[src/rtl/amo_pkg.sv]
package amo_pkg;

    localparam int WORD_W = 64;
    localparam int HALF_W = 32;
    localparam int OP_W   = 4;

    localparam logic [OP_W-1:0] OP_AND  = 4'd0;
    localparam logic [OP_W-1:0] OP_OR   = 4'd1;
    localparam logic [OP_W-1:0] OP_XOR  = 4'd2;
    localparam logic [OP_W-1:0] OP_CAS  = 4'd3;
    localparam logic [OP_W-1:0] OP_EXCH = 4'd4;
    localparam logic [OP_W-1:0] OP_ADD  = 4'd5;
    localparam logic [OP_W-1:0] OP_SUB  = 4'd6;
    localparam logic [OP_W-1:0] OP_INC  = 4'd7;
    localparam logic [OP_W-1:0] OP_DEC  = 4'd8;
    localparam logic [OP_W-1:0] OP_MAX  = 4'd9;
    localparam logic [OP_W-1:0] OP_MIN  = 4'd10;
    localparam logic [OP_W-1:0] OP_LAST = OP_MIN;

    typedef enum logic [1:0] {
        ST_IDLE,
        ST_READ,
        ST_CALC,
        ST_WRITE
    } amo_state_e;

    typedef struct packed {
        logic [OP_W-1:0]   op;
        logic [WORD_W-1:0] opnd;
        logic [WORD_W-1:0] swap;
        logic              wide;
        logic              sgn;
        logic              ret;
    } amo_req_t;

    typedef struct packed {
        logic [WORD_W-1:0] value;
        logic              mismatch;
    } amo_res_t;

    function automatic logic op_legal(input logic [OP_W-1:0] op);
        return op <= OP_LAST;
    endfunction

    // Widen a word to a 65-bit key so a single signed compare serves both
    // widths and both signedness choices.
    function automatic logic [WORD_W:0] cmp_key(input logic [WORD_W-1:0] x,
                                                 input logic wide,
                                                 input logic sgn);
        logic [WORD_W:0] k;
        if (wide) begin
            k = {sgn & x[WORD_W-1], x};
        end else begin
            k = {{(WORD_W-HALF_W+1){sgn & x[HALF_W-1]}}, x[HALF_W-1:0]};
        end
        return k;
    endfunction

    function automatic amo_res_t amo_calc(input amo_req_t q,
                                          input logic [WORD_W-1:0] old);
        amo_res_t          res;
        logic [WORD_W-1:0] r;
        logic [WORD_W:0]   k_op;
        logic [WORD_W:0]   k_old;
        logic              eq;
        logic              gt;
        logic              lt;
        k_op  = cmp_key(q.opnd, q.wide, q.sgn);
        k_old = cmp_key(old, q.wide, q.sgn);
        eq    = (k_op == k_old);
        gt    = $signed(k_op) > $signed(k_old);
        lt    = $signed(k_op) < $signed(k_old);
        res.mismatch = 1'b0;
        case (q.op)
            OP_AND:  r = old & q.opnd;
            OP_OR:   r = old | q.opnd;
            OP_XOR:  r = old ^ q.opnd;
            OP_CAS: begin
                r = eq ? q.swap : old;
                res.mismatch = !eq;
            end
            OP_EXCH: r = q.opnd;
            OP_ADD:  r = old + q.opnd;
            OP_SUB:  r = old - q.opnd;
            OP_INC:  r = old + 64'd1;
            OP_DEC:  r = old - 64'd1;
            OP_MAX:  r = gt ? q.opnd : old;
            OP_MIN:  r = lt ? q.opnd : old;
            default: r = old;
        endcase
        res.value = q.wide ? r : {old[WORD_W-1:HALF_W], r[HALF_W-1:0]};
        return res;
    endfunction

endpackage

[src/rtl/amo_word_store.sv]
module amo_word_store
    import amo_pkg::*;
#(
    parameter int DEPTH  = 16,
    localparam int ADDR_W = $clog2(DEPTH)
) (
    input  logic              clk,
    input  logic              rst,
    input  logic [ADDR_W-1:0] addr,
    input  logic              we,
    input  logic [WORD_W-1:0] wdata,
    output logic [WORD_W-1:0] rdata
);

    logic [WORD_W-1:0] words [DEPTH];

    for (genvar w = 0; w < DEPTH; w++) begin : g_word
        always_ff @(posedge clk) begin
            if (rst) begin
                words[w] <= '0;
            end else if (we && (addr == ADDR_W'(w))) begin
                words[w] <= wdata;
            end
        end
    end

    assign rdata = words[addr];

endmodule

[src/rtl/amo_alu.sv]
module amo_alu
    import amo_pkg::*;
(
    input  amo_req_t          req,
    input  logic [WORD_W-1:0] old,
    output amo_res_t          res
);

    always_comb begin
        res = amo_calc(req, old);
    end

endmodule

[src/rtl/amo_cas_stats.sv]
module amo_cas_stats #(
    parameter int CNT_W = 16
) (
    input  logic             clk,
    input  logic             rst,
    input  logic             cas_done,
    input  logic             cas_miss,
    output logic [CNT_W-1:0] tries,
    output logic [CNT_W-1:0] fails
);

    always_ff @(posedge clk) begin
        if (rst) begin
            tries <= '0;
            fails <= '0;
        end else if (cas_done) begin
            tries <= tries + CNT_W'(1);
            if (cas_miss) begin
                fails <= fails + CNT_W'(1);
            end
        end
    end

endmodule

[src/rtl/amo_ctrl.sv]
module amo_ctrl
    import amo_pkg::*;
#(
    parameter int ADDR_W = 4
) (
    input  logic              clk,
    input  logic              rst,
    input  logic              req_valid,
    output logic              req_ready,
    input  amo_req_t          req_in,
    input  logic [ADDR_W-1:0] req_addr,
    input  logic              txn_cas_mode,
    output amo_req_t          req_q,
    output logic [ADDR_W-1:0] mem_addr,
    output logic              mem_we,
    output logic [WORD_W-1:0] mem_wdata,
    input  logic [WORD_W-1:0] mem_rdata,
    output logic [WORD_W-1:0] old_q,
    input  amo_res_t          alu_res,
    output logic              cas_done,
    output logic              cas_miss,
    output logic              rsp_valid,
    output logic [WORD_W-1:0] rsp_data,
    output logic              err_pulse,
    output logic              tbl_clr
);

    amo_state_e        state;
    logic [WORD_W-1:0] new_q;
    logic              miss_q;
    logic              take;
    logic              is_cas;

    assign req_ready = (state == ST_IDLE);
    assign take      = req_valid && req_ready;
    assign is_cas    = (req_q.op == OP_CAS);
    assign mem_we    = (state == ST_WRITE);
    assign mem_wdata = new_q;
    assign cas_done  = mem_we && is_cas;
    assign cas_miss  = miss_q;

    always_ff @(posedge clk) begin
        if (rst) begin
            state    <= ST_IDLE;
            req_q    <= '0;
            mem_addr <= '0;
            old_q    <= '0;
            new_q    <= '0;
            miss_q   <= 1'b0;
        end else begin
            case (state)
                ST_IDLE: begin
                    if (take && op_legal(req_in.op)) begin
                        req_q    <= req_in;
                        mem_addr <= req_addr;
                        state    <= ST_READ;
                    end
                end
                ST_READ: begin
                    old_q <= mem_rdata;
                    state <= ST_CALC;
                end
                ST_CALC: begin
                    new_q  <= alu_res.value;
                    miss_q <= alu_res.mismatch;
                    state  <= ST_WRITE;
                end
                default: begin
                    state <= ST_IDLE;
                end
            endcase
        end
    end

    always_ff @(posedge clk) begin
        if (rst) begin
            rsp_valid <= 1'b0;
            rsp_data  <= '0;
            err_pulse <= 1'b0;
            tbl_clr   <= 1'b0;
        end else begin
            rsp_valid <= mem_we && req_q.ret;
            if (mem_we && req_q.ret) begin
                rsp_data <= req_q.wide ? old_q
                                       : {{(WORD_W-HALF_W){1'b0}}, old_q[HALF_W-1:0]};
            end
            err_pulse <= take && !op_legal(req_in.op);
            tbl_clr   <= cas_done && txn_cas_mode;
        end
    end

endmodule

[src/rtl/atomic_rmw_unit.sv]
module atomic_rmw_unit
    import amo_pkg::*;
#(
    parameter int DEPTH  = 16,
    parameter int CNT_W  = 16,
    localparam int ADDR_W = $clog2(DEPTH)
) (
    input  logic              clk,
    input  logic              rst,
    input  logic              req_valid,
    output logic              req_ready,
    input  logic [3:0]        req_op,
    input  logic [ADDR_W-1:0] req_addr,
    input  logic [63:0]       req_opnd,
    input  logic [63:0]       req_swap,
    input  logic              req_wide,
    input  logic              req_signed,
    input  logic              req_ret,
    input  logic              txn_cas_mode,
    output logic              rsp_valid,
    output logic [63:0]       rsp_data,
    output logic              err_pulse,
    output logic              tbl_clr,
    output logic [CNT_W-1:0]  cas_tries,
    output logic [CNT_W-1:0]  cas_fails
);

    amo_req_t          req_in;
    amo_req_t          req_q;
    amo_res_t          alu_res;
    logic [ADDR_W-1:0] mem_addr;
    logic              mem_we;
    logic [WORD_W-1:0] mem_wdata;
    logic [WORD_W-1:0] mem_rdata;
    logic [WORD_W-1:0] old_q;
    logic              cas_done;
    logic              cas_miss;

    always_comb begin
        req_in.op   = req_op;
        req_in.opnd = req_opnd;
        req_in.swap = req_swap;
        req_in.wide = req_wide;
        req_in.sgn  = req_signed;
        req_in.ret  = req_ret;
    end

    amo_ctrl #(.ADDR_W(ADDR_W)) ctrl_i (
        .clk          (clk),
        .rst          (rst),
        .req_valid    (req_valid),
        .req_ready    (req_ready),
        .req_in       (req_in),
        .req_addr     (req_addr),
        .txn_cas_mode (txn_cas_mode),
        .req_q        (req_q),
        .mem_addr     (mem_addr),
        .mem_we       (mem_we),
        .mem_wdata    (mem_wdata),
        .mem_rdata    (mem_rdata),
        .old_q        (old_q),
        .alu_res      (alu_res),
        .cas_done     (cas_done),
        .cas_miss     (cas_miss),
        .rsp_valid    (rsp_valid),
        .rsp_data     (rsp_data),
        .err_pulse    (err_pulse),
        .tbl_clr      (tbl_clr)
    );

    amo_alu alu_i (
        .req (req_q),
        .old (old_q),
        .res (alu_res)
    );

    amo_word_store #(.DEPTH(DEPTH)) store_i (
        .clk   (clk),
        .rst   (rst),
        .addr  (mem_addr),
        .we    (mem_we),
        .wdata (mem_wdata),
        .rdata (mem_rdata)
    );

    amo_cas_stats #(.CNT_W(CNT_W)) stats_i (
        .clk      (clk),
        .rst      (rst),
        .cas_done (cas_done),
        .cas_miss (cas_miss),
        .tries    (cas_tries),
        .fails    (cas_fails)
    );

endmodule

[config.mk]
export PLATFORM = sky130hd
export DESIGN_NAME = atomic_rmw_unit
export DESIGN_NICKNAME = d
export VERILOG_FILES = /design/src/rtl/amo_pkg.sv /design/src/rtl/amo_word_store.sv /design/src/rtl/amo_alu.sv /design/src/rtl/amo_cas_stats.sv /design/src/rtl/amo_ctrl.sv /design/src/rtl/atomic_rmw_unit.sv
export SDC_FILE = /design/constraint.sdc
export NUM_CORES = 2
export LEC_CHECK = 0
export ABC_AREA = 0
export BUFFER_PORTS_ARGS = -buffer_cell sky130_fd_sc_hd__buf_2
export CELL_PAD_IN_SITES_DETAIL_PLACEMENT = 0
export CELL_PAD_IN_SITES_GLOBAL_PLACEMENT = 1
export CORE_UTILIZATION = 51
export DETAILED_ROUTE_END_ITERATION = 8
export GPL_TIMING_DRIVEN = 1
export PLACE_DENSITY = 0.89
export SLEW_MARGIN = 0
export SYNTH_ARGS = -nofsm -noshare
export SYNTH_HDL_FRONTEND = slang
export SYNTH_SLANG_ARGS = --single-unit
export TNS_END_PERCENT = 5
[constraint.sdc]
create_clock -name clk -period 8.1 [get_ports clk]
set_input_delay 0.81 -clock clk [delete_from_list [all_inputs] [get_ports clk]]
set_output_delay 0.81 -clock clk [all_outputs]
set_load 0.01 [all_outputs]
==> results_dict.tcl <==
set metrics [dict create \
    status "completed" \
    final_max_slew_viol_count 0 \
    cp_top_family "simple AND/OR/NAND/NOR gates" \
    htreeDepth 4 \
    start_kind "register" \
    path_buf_inv 1 \
    synth_flop_cell "edfxtp_1" \
    design_area_mm2 0.0794 \
    synthArstFlopShare_pct 0 \
    ff2ff_path_depth 18 \
    grt_antenna_before_repair 6 \
    p_per_area_mw_per_mm2 274 \
    firstDrtPassIters 6 \
    skew_ps 21.8 \
    cts_inserted_buffers 142 \
    cp.depth 18 \
    slew_headroom_pct 8.22 \
    cp_max_fo 39 \
    startpoint "ctrl_i.req_q[134]" \
    synth_nets 6652 \
    seq_area_frac_synth_pct 53.1 \
    start_util_pct 51.4 \
    avgSynthCellArea_um2 11.5 \
    crit_chain "or3b_2, or2_2, nand2_2, buf_4, nor2_1, a21oi_1, o211ai_1, ha_1, nand4_1, or2_2, a2111o_1, a21oi_1, o211ai_1, a21oi_1, nand3_1, o2bb2ai_1, or4_1, o211ai_1" \
    io_pins 243 \
    yosysWarnings 0 \
    seq_area_mm2 0.0382 \
    cts_tree "built" \
    drtIter0Drc 7588 \
    ctsLongestPathBuffers 3 \
    core_mm2 0.140 \
    setup_viol 0 \
    postCtsHoldBufs 0 \
    rsz0062_at_grt "false" \
    grt_usage_pct 33.1 \
    place_ws_ps 1490 \
    fp.dieW_um 377 \
    root_buffer "clkbuf_16" \
    grt_max_degree 150 \
    routed_via_density 6.47 \
    cts_setup_buffers 0 \
    fin_cells 8250 \
    syn2layout_area_growth_pct 10.7 \
    total_leakage_power_nw 29.1 \
    setup_ws_ps 1240 \
    drc 0 \
    fill_cells 11400 \
    clk_latency_ps 800 \
    cts_resized 0 \
    die_y_um 377 \
    grt-ovfl-total 0 \
    maxCapViolations 0 \
    cts.reportedPaths.clkPinSlew_ps 60 \
    nets 6658 \
    hold_ws_ps 252 \
    placed_cell_area_mm2 0.0748 \
    end_kind "register" \
    holdCritStartpoint "req_opnd[39]" \
    cts_sinks 1393 \
    tightestPinTransition_ps 1370 \
    gp_congestion 1.01 \
    row_count 137 \
    final_antenna_net_count 0 \
    endpoint "ctrl_i.mem_wdata[60]" \
    grt_use_met2_pct 51.8 \
    grt_util_met1_pct 44.9 \
    peakVddDrop_mv 0.178 \
    synth_cell_type_count 80 \
    ys_ff_latch 1393 \
    cp.arrival_ps 7560 \
    final.period_utilization_pct 84.7 \
    required_ps 8800 \
    final_layout_size_suffix_gt1_share_pct 15.4 \
    synth-edff-count 1024 \
    wl_um 238000 \
    die_area_mm2 0.142 \
    grt_use_met3_pct 7.39 \
    finalCriticalPeriod_ps 6860 \
    finalHoldViolCount 0 \
    slowest_delay_ps 650 \
    top_usage_layer "met2" \
    hpwlAfterDp_um 148000 \
    finalSetupTns_ps 0 \
    syn_area_mm2 0.0718 \
    io_buffers 242 \
    synth_cells 6245 \
    vias 53400 \
    crit_slowest_cell "or2_2" \
    detail_route.wl_per_cell_um 28.9 \
    grt_first_pass_wirelength_um 344000 \
    fmax_mhz 146 \
    multi_input_area_mm2 0.0315 \
    r2r-end "ctrl_i.mem_wdata[60]" \
    dp_cells 7983 \
    reg2reg_from "ctrl_i.req_q[134]" \
    hold_path.class "in -> reg" \
    rrSetupSlack_ps 1240 \
    grt_pass1_vias 51100 \
    critPathKind "reg -> reg" \
]
==> flip-flops by register name, indices dropped and copies added (netlist names) <==
register / cells
ctrl_i.state: 2
ctrl_i.old_q: 64
ctrl_i.tbl_clr: 1
ctrl_i.mem_wdata: 64
store_i.words: 1024
ctrl_i.mem_addr: 4
ctrl_i.cas_miss: 1
stats_i.fails: 16
ctrl_i.req_q: 135
ctrl_i.rsp_data: 64
ctrl_i.rsp_valid: 1
stats_i.tries: 16
ctrl_i.err_pulse: 1
==> cells in the final DEF (no fill, tap or decap), types with 71 or more instances in the layout <==
cell type | netlist | routed
a21oi_1 | 549 | 546
a221oi_1 | 77 | 77
and2_1 | 1031 | 1029
buf_2 | 12 | 241
buf_4 | 4 | 123
clkbuf_16 | 0 | 147
dfxtp_1 | 369 | 364
edfxtp_1 | 1024 | 1024
ha_1 | 263 | 261
inv_1 | 178 | 177
mux2i_1 | 71 | 71
mux4_2 | 320 | 320
nand2_1 | 519 | 516
nand3_1 | 102 | 100
nor2_1 | 375 | 355
o21ai_0 | 159 | 147
==> cell usage after synthesis (all sizes together), types with 17 or more instances <==
master  count  area (um^2)
mux4      320         7210
nand3     102          510
nor4       19          119
o31ai      18          135
and3       24          150
a21oi     550         2760
a21o       53          398
clkbuf    433         1630
xor2       40          350
o21bai     17          128
xnor2      32          280
o211ai     35          263
buf        72          315
nor3       61          305
a221oi     80          719
o21ai     166          831
ha        263         3290
dfxtp     369         7390
nor2      376         1410
a31oi      40          250
or3        18          113
nand2     519         1950
nand4      41          263
o221ai     39          372
a22oi      22          165
and2     1033         6460
inv       178          668
edfxtp   1024        30700
mux2i      72          724
a311oi     20          175
a211oi     50          375
==> report_power, final <==
part | internal, mW | total (mW) | leakage, nW | switching, mW
clock network | 3.69 | 6.56 | 2.24 | 2.87
registers | 8.11 | 9.17 | 13.6 | 1.06
logic | 2.14 | 6.04 | 13.3 | 3.90
==> cells by family (layout without fill, tap and decap cells) <==
kind of cell | Yosys count | after routing | synth area share [%]
mux | 392 | 392 | 11.1
flops | 1393 | 1393 | 53.1
compound gates | 1178 | 1178 | 10.2
xor+xnor | 72 | 72 | 0.879
simple gates | 2262 | 2262 | 16.4
fa+ha+maj | 264 | 264 | 4.61
buf+inv | 684 | 809 | 3.64
other cells | 0 | 4 | 0
==> routing by layer <==
layer / routed length (um) / share of wire, % / vias to the layer above
met5: 0 / 0 / -
met2: 108000 / 46 / 3617
li1: - / - / 22700
met3: 29200 / 12 / 582
met1: 91200 / 38 / 26500
met4: 9370 / 3.9 / 0
==> worst reg2reg max path, cell delays in order (launching register included) <==
cell and delay (ps):
dfxtp_1 620, or3b_2 580, or2_2 650, nand2_2 470, buf_4 540, nor2_1 260
a21oi_1 190, o211ai_1 110, ha_1 520, nand4_1 150, or2_2 330, a2111o_1 290
a21oi_1 450, o211ai_1 240, a21oi_1 430, nand3_1 190, o2bb2ai_1 210, or4_1 420
o211ai_1 120
==> worst min path at each step <==
stage	cells after the start	slack, ps	end
3_3_place_gp	2	440	ctrl_i.rsp_data[31]
6_report	3	250	ctrl_i.req_q[106]
2_1_floorplan	2	440	ctrl_i.req_q[13]
4_1_cts	3	210	ctrl_i.req_q[53]
3_5_place_dp	2	440	ctrl_i.rsp_data[35]
5_1_grt	3	250	ctrl_i.req_q[20]
==> per-stage QoR <==
| stage | utilization [%] | total power, mW |
|---|---|---|
| floorplan | - | 12.8 |
| global placement | 53.6 | 15.0 |
| detailed placement | 53.6 | 15.1 |
| CTS | 56.9 | 21.6 |
| global route | 56.9 | 22.5 |
| finish | 56.9 | 21.8 |
==> layout make-up <==
cell class | instances | share of cell area, %
timing repair buffer | 367 | 2.75
clock buffer | 207 | 5.09
sequential | 1393 | 48.0
tap | 1876 | 2.95
multi-input combinational | 4168 | 39.6
antenna | 4 | 0.0126
clock inverter | 56 | 0.693
inverter | 179 | 0.846
(Power assumes the default switching activity.)
